<file path="config.mk">
export PLATFORM = sky130hd
export DESIGN_NAME = pwm_prescaled
export DESIGN_NICKNAME = d
export VERILOG_FILES = /design/src/rtl/pwm_prescaled_pkg.sv /design/src/rtl/pwm_prescaled_regs.sv /design/src/rtl/pwm_prescaled_dp.sv /design/src/rtl/pwm_prescaled.sv
export SDC_FILE = /design/constraint.sdc
export NUM_CORES = 1
export LEC_CHECK = 0
export ABC_AREA = 0
export BUFFER_PORTS_ARGS = -buffer_cell sky130_fd_sc_hd__buf_2
export CAP_MARGIN = 15
export CELL_PAD_IN_SITES_DETAIL_PLACEMENT = 0
export CELL_PAD_IN_SITES_GLOBAL_PLACEMENT = 1
export CORE_ASPECT_RATIO = 0.8
export CORE_MARGIN = 5
export CORE_UTILIZATION = 40
export DETAILED_ROUTE_END_ITERATION = 10
export GPL_ROUTABILITY_DRIVEN = 1
export GPL_TIMING_DRIVEN = 0
export PLACE_DENSITY = 0.7
export SYNTH_ARGS = -nofsm -noshare
export SYNTH_HDL_FRONTEND = slang
export SYNTH_HIERARCHICAL = 1
export SYNTH_SLANG_ARGS = --single-unit
</file>
<file path="constraint.sdc">
create_clock -name clk -period 2.7 [get_ports clk]
set_clock_uncertainty 0.05 [all_clocks]
set_input_delay 0.54 -clock clk [delete_from_list [all_inputs] [get_ports clk]]
set_output_delay 0.54 -clock clk [all_outputs]
set_load 0.01 [all_outputs]
</file>
<file path="src/rtl/pwm_prescaled_pkg.sv">
package pwm_prescaled_pkg;
  localparam int REG_W  = 8;
  localparam int DUTY_W = 7;
  localparam int TICK_W = 8;

  typedef enum logic [1:0] {
    FREQ_X1 = 2'd0,
    FREQ_X2 = 2'd1,
    FREQ_X4 = 2'd2,
    FREQ_X8 = 2'd3
  } freqSel_e;

  // Settings handed from the register block to the datapath
  typedef struct packed {
    logic              runEn;
    freqSel_e          freqSel;
    logic [DUTY_W-1:0] duty;
  } pwmCtl_t;

  // Ticks in one period for a given frequency select
  function automatic logic [TICK_W-1:0] periodTicks(freqSel_e f);
    return TICK_W'(8'h80) >> f;
  endfunction
endpackage

</file>
<file path="src/rtl/pwm_prescaled_regs.sv">
module pwm_prescaled_regs
  import pwm_prescaled_pkg::*;
#(
  parameter int ADDR_W = 2
) (
  input  logic              clk,
  input  logic              rstN,
  input  logic [ADDR_W-1:0] regAddr,
  input  logic [REG_W-1:0]  wrData,
  input  logic              wrEn,
  output logic [REG_W-1:0]  rdData,
  output pwmCtl_t           ctl
);
  localparam logic [ADDR_W-1:0] ADDR_CTRL = ADDR_W'(0);
  localparam logic [ADDR_W-1:0] ADDR_DUTY = ADDR_W'(1);

  logic              runQ;
  freqSel_e          freqQ;
  logic [DUTY_W-1:0] dutyQ;

  always_ff @(posedge clk or negedge rstN) begin
    if (!rstN) begin
      runQ  <= 1'b0;
      freqQ <= FREQ_X1;
      dutyQ <= '0;
    end else if (wrEn) begin
      if (regAddr == ADDR_CTRL) begin
        runQ  <= wrData[REG_W-1];
        freqQ <= freqSel_e'(wrData[1:0]);
      end else if (regAddr == ADDR_DUTY) begin
        dutyQ <= wrData[DUTY_W-1:0];
      end
    end
  end

  always_comb begin
    rdData = '0;
    if (regAddr == ADDR_CTRL) begin
      rdData[REG_W-1] = runQ;
      rdData[1:0]     = freqQ;
    end else if (regAddr == ADDR_DUTY) begin
      rdData[DUTY_W-1:0] = dutyQ;
    end
  end

  assign ctl = '{runEn: runQ, freqSel: freqQ, duty: dutyQ};
endmodule

</file>
<file path="src/rtl/pwm_prescaled_dp.sv">
module pwm_prescaled_dp
  import pwm_prescaled_pkg::*;
#(
  parameter int TICK_DIV = 1562
) (
  input  logic              clk,
  input  logic              rstN,
  input  pwmCtl_t           ctl,
  output logic [TICK_W-1:0] tickCnt,
  output logic              pwmOut
);
  localparam int DIV_W = (TICK_DIV > 1) ? $clog2(TICK_DIV) : 1;

  logic baseTick;

  generate
    if (TICK_DIV > 1) begin : g_div
      logic [DIV_W-1:0] divCnt;
      always_ff @(posedge clk or negedge rstN) begin
        if (!rstN)                                divCnt <= '0;
        else if (!ctl.runEn)                      divCnt <= '0;
        else if (divCnt == DIV_W'(TICK_DIV - 1))  divCnt <= '0;
        else                                      divCnt <= divCnt + 1'b1;
      end
      assign baseTick = ctl.runEn && (divCnt == DIV_W'(TICK_DIV - 1));
    end else begin : g_nodiv
      assign baseTick = ctl.runEn;
    end
  endgenerate

  logic [TICK_W-1:0] lastTick;
  assign lastTick = periodTicks(ctl.freqSel) - 1'b1;

  always_ff @(posedge clk or negedge rstN) begin
    if (!rstN)                  tickCnt <= '0;
    else if (!ctl.runEn)        tickCnt <= '0;
    else if (baseTick) begin
      if (tickCnt >= lastTick)  tickCnt <= '0;
      else                      tickCnt <= tickCnt + 1'b1;
    end
  end

  // Registered compare keeps the pin free of decode glitches
  always_ff @(posedge clk or negedge rstN) begin
    if (!rstN) pwmOut <= 1'b0;
    else       pwmOut <= ctl.runEn && ({1'b0, ctl.duty} > tickCnt);
  end
endmodule

</file>
<file path="src/rtl/pwm_prescaled.sv">
module pwm_prescaled
  import pwm_prescaled_pkg::*;
#(
  parameter int TICK_DIV = 1562,
  parameter int ADDR_W   = 2
) (
  input  logic              clk,
  input  logic              rstN,
  input  logic [ADDR_W-1:0] regAddr,
  input  logic [7:0]        wrData,
  input  logic              wrEn,
  output logic [7:0]        rdData,
  output logic              pwmOut
);
  pwmCtl_t           ctl;
  logic [TICK_W-1:0] tickCnt;

  pwm_prescaled_regs #(.ADDR_W(ADDR_W)) u_regs (
    .clk(clk), .rstN(rstN), .regAddr(regAddr), .wrData(wrData),
    .wrEn(wrEn), .rdData(rdData), .ctl(ctl)
  );

  pwm_prescaled_dp #(.TICK_DIV(TICK_DIV)) u_dp (
    .clk(clk), .rstN(rstN), .ctl(ctl), .tickCnt(tickCnt), .pwmOut(pwmOut)
  );
endmodule

</file>
# After elaboration in Yosys (flattened, before gate mapping)
# Cells that the tools add are included.
[classes] bitwise_logic=1 n_shift=1 n_lt_le_gt_ge=2 n_mul=0 reduce_logical=5 muxes=9 n_addsub=3 div=0 n_eq_ne=3
[op_table] op="$mux 8" n=3
[op_table] op="$mux 11" n=2
[op_table] op="$add 11x1->11 const B" n=1
[op_table] op="$eq 11x11->1 const B" n=1
[op_table] op="$add 8x1->8 const B" n=1
[op_table] op="$ge 8x8->1" n=1
[op_table] op="$gt 7x8->1" n=1
[op_table] op="$shr 8x2->8 const A" n=1
[op_table] op="$sub 8x1->8 const B" n=1
[op_table] op="$mux 7" n=1
[op_table] op="$mux 5" n=1
[op_table] op="$reduce_and 3->1" n=1
[op_table] op="$eq 2x1->1 const B" n=1
[op_table] op="$logic_and 1x1->1" n=2
[op_table] op="$logic_not 2->1" n=1
[op_table] op="$mux 2" n=1
[op_table] op="$ne 2x1->1 const B" n=1
[op_table] op="$reduce_and 2->1" n=1
[op_table] op="$mux 1" n=1
[op_table] op="$not 1->1" n=1
[totals] mem_bits_rw=0 ff_bits=30 latchBits=0 input_bits=13 romBits=0 mem_count=0 out_inout_bits=9

# Logic depth before layout (Yosys ltp)
# Gate-level depths: netlist of the first run.
[logic_depth] word_depth=6 mapped_depth=7 depth_no_buf=6

# By module
# The synthesis of the first run kept the hierarchy.
[by_module_without_submodules] module="pwm_prescaled_dp" n_inst=1 cells_each=142 area_each_um2=1320.0 seq_area_each_um2=500.5
[by_module_without_submodules] module="pwm_prescaled_regs" n_inst=1 cells_each=35 area_each_um2=495.5 seq_area_each_um2=250.2

# Worst setup path before layout of the first run
# No wires, ideal clock.
[synth_path] path_kind="flip-flop to flip-flop" from="reg u_regs.freqQ[0]" to="reg u_dp.tickCnt[1]" period_less_slack_ns=1.963 t_required_ns=2.525 stages_incl_launch_ff=8 path_buffers=1 t_arrival_ns=1.788 path_slack_ns=0.737 path_cell_list="dfrtp_1 -> or2_2 -> ha_1 -> nand2_1 -> o2111ai_1 -> buf_2 -> nor3_1 -> a2bb2o_1"
[synth_via] elab_chain_len=6
[synth_lines] item="start: declaration" line_no="pwm_prescaled_regs.sv:18" text="freqSel_e freqQ;"
[synth_lines] item="start signal: assignment" line_no="pwm_prescaled_regs.sv:29" text="freqQ <= freqSel_e'(wrData[1:0]);"
[synth_lines] item="$shr 8x2->8" line_no="pwm_prescaled_pkg.sv:22" text="return TICK_W'(8'h80) >> f;"
[synth_lines] item="$sub 8x1->8" line_no="pwm_prescaled_dp.sv:32" text="assign lastTick = periodTicks(ctl.freqSel) - 1'b1;"
[synth_lines] item="$ge 8x8->1" line_no="pwm_prescaled_dp.sv:38" text="if (tickCnt >= lastTick) tickCnt <= '0;"
[synth_lines] item="$mux 8" line_no="pwm_prescaled_dp.sv:38"
[synth_lines] item="$mux 8" line_no="pwm_prescaled_dp.sv:37" text="else if (baseTick) begin"
[synth_lines] item="$mux 8" line_no="pwm_prescaled_dp.sv:36" text="else if (!ctl.runEn) tickCnt <= '0;"
[synth_lines] item="end signal: assignment" line_no="pwm_prescaled_dp.sv:39" text="else tickCnt <= tickCnt + 1'b1;"
[synth_lines] item="end: declaration" line_no="pwm_prescaled_dp.sv:9" text="output logic [TICK_W-1:0] tickCnt,"
# No other way between the ends. The select of a mux whose other input is x is not followed.
# A chain may end at the register's enable or synchronous reset.

# Worst setup path in the final report of the first run
# Same ends and word-level chain as after synthesis.

==> results of run 1 <==
synthesized netlist by cell type (all sizes together), types with 3 or more instances:
library cell,count,share of area [%]
nor2,17,3.7
xor2,5,2.4
buf,5,2.5
a22o,4,1.9
nor3b,3,1.9
nand3,8,2.2
inv,14,2.9
and2,6,2.1
ha,14,9.6
nand4,4,1.4
mux2,11,6.8
a21oi,4,1.1
o21ai,5,1.4
xnor2,3,1.4
nor3,8,2.2
nand2,8,1.7
dfrtp,30,41
flip-flops by register name (all words and copies together), names as in the netlist:
register           cells
u_dp/g_div.divCnt     11
u_dp/pwmOut            1
u_dp/tickCnt           8
u_regs/dutyQ           7
u_regs/freqQ           2
u_regs/runQ            1
final cells by class:
cell class	count	area share (%)
plain buffers	5	2.21
clock buffers	8	5.25
inverters	14	2.51
multi-input cells	128	46.1
flip-flops and latches	30	35.8
well taps	57	3.40
repair buffers	20	4.77
kinds of logic after synthesis:
logic type	count (synthesis)
adder cells (fa/ha/maj)	14
multiplexers	13
buffers and inverters	19
AO/OA/AOI/OAI	24
XOR/XNOR	8
flip-flops	30
other	1
AND/OR/NAND/NOR	68
layout by cell type, fill, tap and decap left out, drive strengths merged, types with 2 or more instances in the layout:
| cell | Yosys | layout |
|---|---|---|
| a21o | 2 | 2 |
| nand3 | 8 | 8 |
| nand2 | 8 | 8 |
| nor2b | 2 | 2 |
| a22o | 4 | 4 |
| and4bb | 2 | 2 |
| mux2 | 11 | 11 |
| o21ai | 5 | 5 |
| nor3 | 8 | 8 |
| nor3b | 3 | 3 |
| nand4 | 4 | 4 |
| a21oi | 4 | 4 |
| xnor2 | 3 | 3 |
| and2b | 2 | 2 |
| buf | 5 | 25 |
| xor2 | 5 | 5 |
| a31o | 2 | 2 |
| inv | 14 | 14 |
| o41ai | 2 | 2 |
| dfrtp | 30 | 30 |
| mux2i | 2 | 2 |
| nor2 | 17 | 17 |
| clkbuf | 0 | 8 |
| ha | 14 | 14 |
| and2 | 6 | 6 |
metal layers:
metal / track usage [%] / share of wire [%] / routed length (um) / vias to the layer above
met1: 19.8 / 51 / 1930 / 648
li1: - / - / - / 682
met4: 3.69 / 0.34 / 13 / 0
met5: 0 / 0 / 0 / -
met2: 20.1 / 43 / 1640 / 38
met3: 4.58 / 6.1 / 231 / 4
power by group:
| part | switching (uW) | internal [uW] |
|---|---|---|
| clock network | 159 | 257 |
| logic | 127 | 120 |
| registers | 41.7 | 494 |
worst min-delay path by stage:
stage	from	to	slack [ns]
floorplan	rstN	u_dp/g_div.divCnt[0]$_DFF_PN0_	0.19
global placement	u_dp/g_div.divCnt[0]$_DFF_PN0_	u_dp/g_div.divCnt[0]$_DFF_PN0_	0.45
detailed placement	u_regs/dutyQ[0]$_DFFE_PN0P_	u_regs/dutyQ[0]$_DFFE_PN0P_	0.48
CTS	rstN	u_dp/g_div.divCnt[7]$_DFF_PN0_	0.27
global route	rstN	u_dp/g_div.divCnt[7]$_DFF_PN0_	0.31
finish	rstN	u_dp/g_div.divCnt[7]$_DFF_PN0_	0.25
through the flow:
stage          worst slack (ns)  instance area (sq um)  utilization, %  hold slack, ns  total power, uW
6_report                  0.441                   2100            49.0           0.248             1200
5_1_grt                   0.313                   2100            49.0           0.308             1280
4_1_cts                   0.462                   2100            49.0           0.270             1220
3_5_place_dp              0.471                   1990            46.4           0.485              795
3_3_place_gp              0.537                   1990            46.4           0.449              781
2_1_floorplan             0.737                   1820               -           0.194              709
worst max-delay path, delay by kind of cell (launching register included):
family | cells | cell delay [ns]
fa+ha+maj | 1 | 0.29
buf+inv | 1 | 0.29
flops | 1 | 0.41
compound gates | 2 | 0.62
simple gates | 3 | 0.49
==> qor.csv, run 1 <==
metric,value,unit
crit_chain,or2_2 -> ha_1 -> nand2_1 -> o2111ai_1 -> buf_2 -> nor3_1 -> a2bb2o_1,
port_buffers,20,
cts.repair.resized,0,
synth-edff-count,0,
setup.worst_path.start,u_regs/freqQ[0]$_DFFE_PN0P_,
grt_pass1_vias,1379,
htree_levels,2,
cts.path.max_buffers,2,
synth_compound_area_share,9.58,%
firstDrtPassIters,4,
post_synth_mux_area_share,7.93,%
num-fill-cells,423,
hpwl,2960,um
clk_latency,0.27,ns
die_area,5990,sq um
drc,0,
regArea,751,sq um
yosys_warnings,6,
reg2reg_slack,0.44,ns
synth_fa_ha_area_share,9.65,%
grt_pass1_wl,6610,um
vias,1372,
cts_tree,done,
cp-end-kind,register,
maxCapViolations,0,
grt_use_total,13.9,%
gp_congestion,0.884,
slowest_delay,0.41,ns
nets,231,
synth_area_per_cell,10.3,sq um
post-cts-setup-buffer-count,0,
pwr_density_cell,572,nW/um^2
syn_inst,177,
chipHeight,70.3,um
drt_iter0_drc,69,
slew_violations,0,
r2r_start,u_regs/freqQ[0]$_DFFE_PN0P_,
grt_start_max_net_pins,31,
coreArea,4280,sq um
antenna_found_initial,0,
synth_top_flop_cell,dfrtp_1,
clock-sinks,30,
routed_wl,3810,um
synthesis.nets,204,
numCtsBuffers,5,
ir_worst_vdd,0.303,mV
final_hold_viol_count,0,
clk_pin_slew_worst_paths,0.06,ns
rsz0062_at_grt,no,
synthArstFlopShare,100,%
start_kind,register,
fmax,443,MHz
area_delta_synth_final,15.5,%
cp_data_arrival_time,2.37,ns
grt_overflow,0,
synth_xor_area_share,3.86,%
drt-wirelength-per-cell,14.6,um
synth_top_family_by_area,simple AND/OR/NAND/NOR gates,
rows,21,
antenna_cells,0,
seq_area_frac_synth,41.4,%
synthSimpleGateAreaFrac,22.0,%
reg2reg_to,u_dp/tickCnt[1]$_DFFE_PN0P_,
hp-class,in -> async,
synth_area,1820,sq um
relSlewSlack,55.1,%
critical_path_peak_fanout,10,
ys_ff_latch,30,
crit_path_top_delay_cell,dfrtp_1,
finalCritPeriodShare,83.7,%
place_inst,254,
hold_buffers,0,
setup.worst_path.end,u_dp/tickCnt[1]$_DFFE_PN0P_,
synth_cell_types,44,
critPathKind,reg -> reg,
multi_input_area,966,sq um
period_needed,2.26,ns
layout.cells.non_filler,262,
avgViaCountPerCell,5.24,
final.setup.tns,0,ns
die_x,85.3,um
start_util,42.4,%
drive_gt1_share,24.9,%
worst_pin_slew,0.673,ns
worstPathRequired,2.81,ns
finalSetupViolCount,0,
reg2regPathDepth,7,
postRouteAntennaNets,0,
io_pins,22,
power.leakage,0.000980,uW
cts-root-buf,clkbuf_8,
status,"complete, no violations",
(Power assumes the default switching activity.)
==> run 2: changes to the inputs <==
Clock period 2.7 ns to 2.2 ns, I/O delays scaled along.
==> run 2 against run 1 <==
Effect of this change:
- highest routed layer unchanged
- combinational power up 27%
- setup slack lost 0.33 ns
- utilization increased by 0.56 points
==> qor.csv, run 2 (same netlist as run 1, synthesis figures left out) <==
metric,value,unit,change
design_area,2120,sq um,was 2100 sq um
reg2regPathDepth,7,,unchanged
grt_overflow,0,,unchanged
io_pins,22,,unchanged
rsz0062_at_grt,no,,unchanged
cts_tree,done,,unchanged
critical_path_peak_fanout,10,,unchanged
cp_top_family,compound AO/OA/AOI/OAI gates,,unchanged
drc,0,,unchanged
path_buf_inv,1,,unchanged
hpwl,2960,um,unchanged
regArea,751,sq um,unchanged
slowest_delay,0.41,ns,about the same
antenna_found_initial,0,,unchanged
cts.path.max_buffers,2,,unchanged
period_needed,2.09,ns,was 2.26 ns
clock-sinks,30,,unchanged
setup.worst_path.start,u_regs/freqQ[0]$_DFFE_PN0P_,,unchanged
coreArea,4280,sq um,unchanged
layout_common_cells,"dfrtp_1 (30), buf_2 (20), nor2_1 (16), inv_1 (14), ha_1 (14)",,"was dfrtp_1 (30), buf_2 (21), nor2_1 (16), inv_1 (14), ha_1 (14)"
maxCapViolations,0,,unchanged
pwr_density_cell,699,nW/um^2,was 572 nW/um^2
vias,1383,,was 1372
die_area,5990,sq um,unchanged
worstPathRequired,2.31,ns,was 2.81 ns
clk_pin_slew_worst_paths,0.06,ns,about the same
fin_util,49.5,%,was 49.0%
final_hold_viol_count,0,,unchanged
top_layer_used,met4,,unchanged
post-cts-setup-buffer-count,0,,unchanged
r2r_start,u_regs/freqQ[0]$_DFFE_PN0P_,,unchanged
multi_input_area,983,sq um,was 966 sq um
path_depth,7,,unchanged
die_x,85.3,um,unchanged
routed_wl,3900,um,was 3810 um
grt_pass1_vias,1379,,unchanged
hp-class,in -> async,,unchanged
top_register,u_dp/g_div.divCnt,,unchanged
num-fill-cells,420,,was 423
area_delta_synth_final,16.8,%,was 15.5%
crit_path_top_delay_cell,dfrtp_1,,unchanged
drt_iter0_drc,49,,was 69
wl_met1,1940,um,was 1930 um
crit_chain,or2_2 -> ha_1 -> nand2_1 -> o2111ai_2 -> buf_6 -> nor3_2 -> a2bb2o_1,,was or2_2 -> ha_1 -> nand2_1 -> o2111ai_1 -> buf_2 -> nor3_1 -> a2bb2o_1
chipHeight,70.3,um,unchanged
drive_gt1_share,26.3,%,was 24.9%
drt-wirelength-per-cell,14.9,um,was 14.6 um
gp_congestion,0.884,,unchanged
power.leakage,0.000987,uW,was 0.000980 uW
dr_wl_met2,1660,um,was 1640 um
place_area,1990,sq um,unchanged
firstDrtPassIters,4,,unchanged
final_common_cell,dfrtp_1,,unchanged
relSlewSlack,55.1,%,about the same
avgViaCountPerCell,5.28,,was 5.24
ir_worst_vdd,0.372,mV,was 0.303 mV
nets,231,,unchanged
grt_use_total,13.9,%,unchanged
antenna_cells,0,,unchanged
grt_pass1_wl,6610,um,unchanged
rows,21,,unchanged
start_util,42.4,%,unchanged
finalSetupViolCount,0,,unchanged
postRouteAntennaNets,0,,unchanged
grt_start_max_net_pins,31,,unchanged
htree_levels,2,,unchanged
numCtsBuffers,5,,unchanged
top_regs,"u_dp/g_div.divCnt (11), u_dp/tickCnt (8), u_regs/dutyQ (7)",,unchanged
clk_latency,0.28,ns,was 0.27 ns
finalCritPeriodShare,94.9,%,was 83.7%
wl_met3,258,um,was 231 um
status,"complete, no violations",,unchanged
cp_data_arrival_time,2.20,ns,was 2.37 ns
critPathKind,reg -> reg,,unchanged
whs,0.149,ns,was 0.248 ns
slew_violations,0,,unchanged
port_buffers,20,,unchanged
cp-end-kind,register,,unchanged
cts-root-buf,clkbuf_8,,unchanged
start_kind,register,,unchanged
worst_pin_slew,0.674,ns,was 0.673 ns
largest_reg_flops,11,,unchanged
fmax,479,MHz,was 443 MHz
-- run 2: cell counts in the layout (fill, tap and decap cells not counted) --
Identical to the previous run, type by type.
-- run 2: layout make-up --
type	count	area share [%]
Multi-Input combinational cell	128	46.4
Buffer	5	2.48
Inverter	14	2.48
Timing Repair Buffer	20	4.72
Tap cell	57	3.36
Clock buffer	8	5.19
Sequential cell	30	35.4
-- run 2: path summary, 6_finish.rpt --
| path | end | slack, ns |
|---|---|---|
| min in group clk | u_regs/runQ$_DFFE_PN0P_ | 0.35 |
| setup reg to reg | u_dp/tickCnt[1]$_DFFE_PN0P_ | 0.11 |
| hold reg to reg | u_dp/g_div.divCnt[0]$_DFF_PN0_ | 0.49 |
| max in group asynchronous | u_regs/dutyQ[1]$_DFFE_PN0P_ | 1.51 |
| setup / recovery | u_dp/tickCnt[1]$_DFFE_PN0P_ | 0.11 |
| hold / removal | u_dp/g_div.divCnt[7]$_DFF_PN0_ | 0.15 |
-- run 2: routing by layer --
| layer | GRT usage, % | up-vias |
|---|---|---|
| li1 | - | 680 |
| met1 | 19.8 | 648 |
| met2 | 20.1 | 45 |
| met3 | 4.58 | 10 |
| met4 | 3.69 | 0 |
| met5 | 0 | - |
-- run 2: metrics by stage --
stage / setup slack (ns) / total power (uW) / TNS, ns / instances
after floorplan: 0.237 / 870 / 0 / 177
after global placement: 0.0375 / 959 / 0 / 254
after detailed placement: -0.0292 / 975 / -0.0292 / 254
after CTS: 0.0127 / 1500 / 0 / 262
after global routing: 0.0255 / 1580 / 0 / 262
final: 0.111 / 1480 / 0 / 262
-- run 2: repair_timing --
action / in CTS / in global routing
hold buffers: 0 / 0
resized for setup: 1 / 4
cloned: 0 / 0
hold endpoints to repair: 0 / 0
setup endpoints to repair: 1 / 8
-- run 2: worst register-to-register path, cell delays in order (launching register included) --
cell,delay [ns]
dfrtp_1,0.41
or2_2,0.31
ha_1,0.29
nand2_1,0.07
o2111ai_2,0.30
buf_6,0.20
nor3_2,0.07
a2bb2o_1,0.28
-- run 2: report_power, final --
part	internal (uW)	switching (uW)
sequential	606	50.8
clock	315	196
combinational	153	161
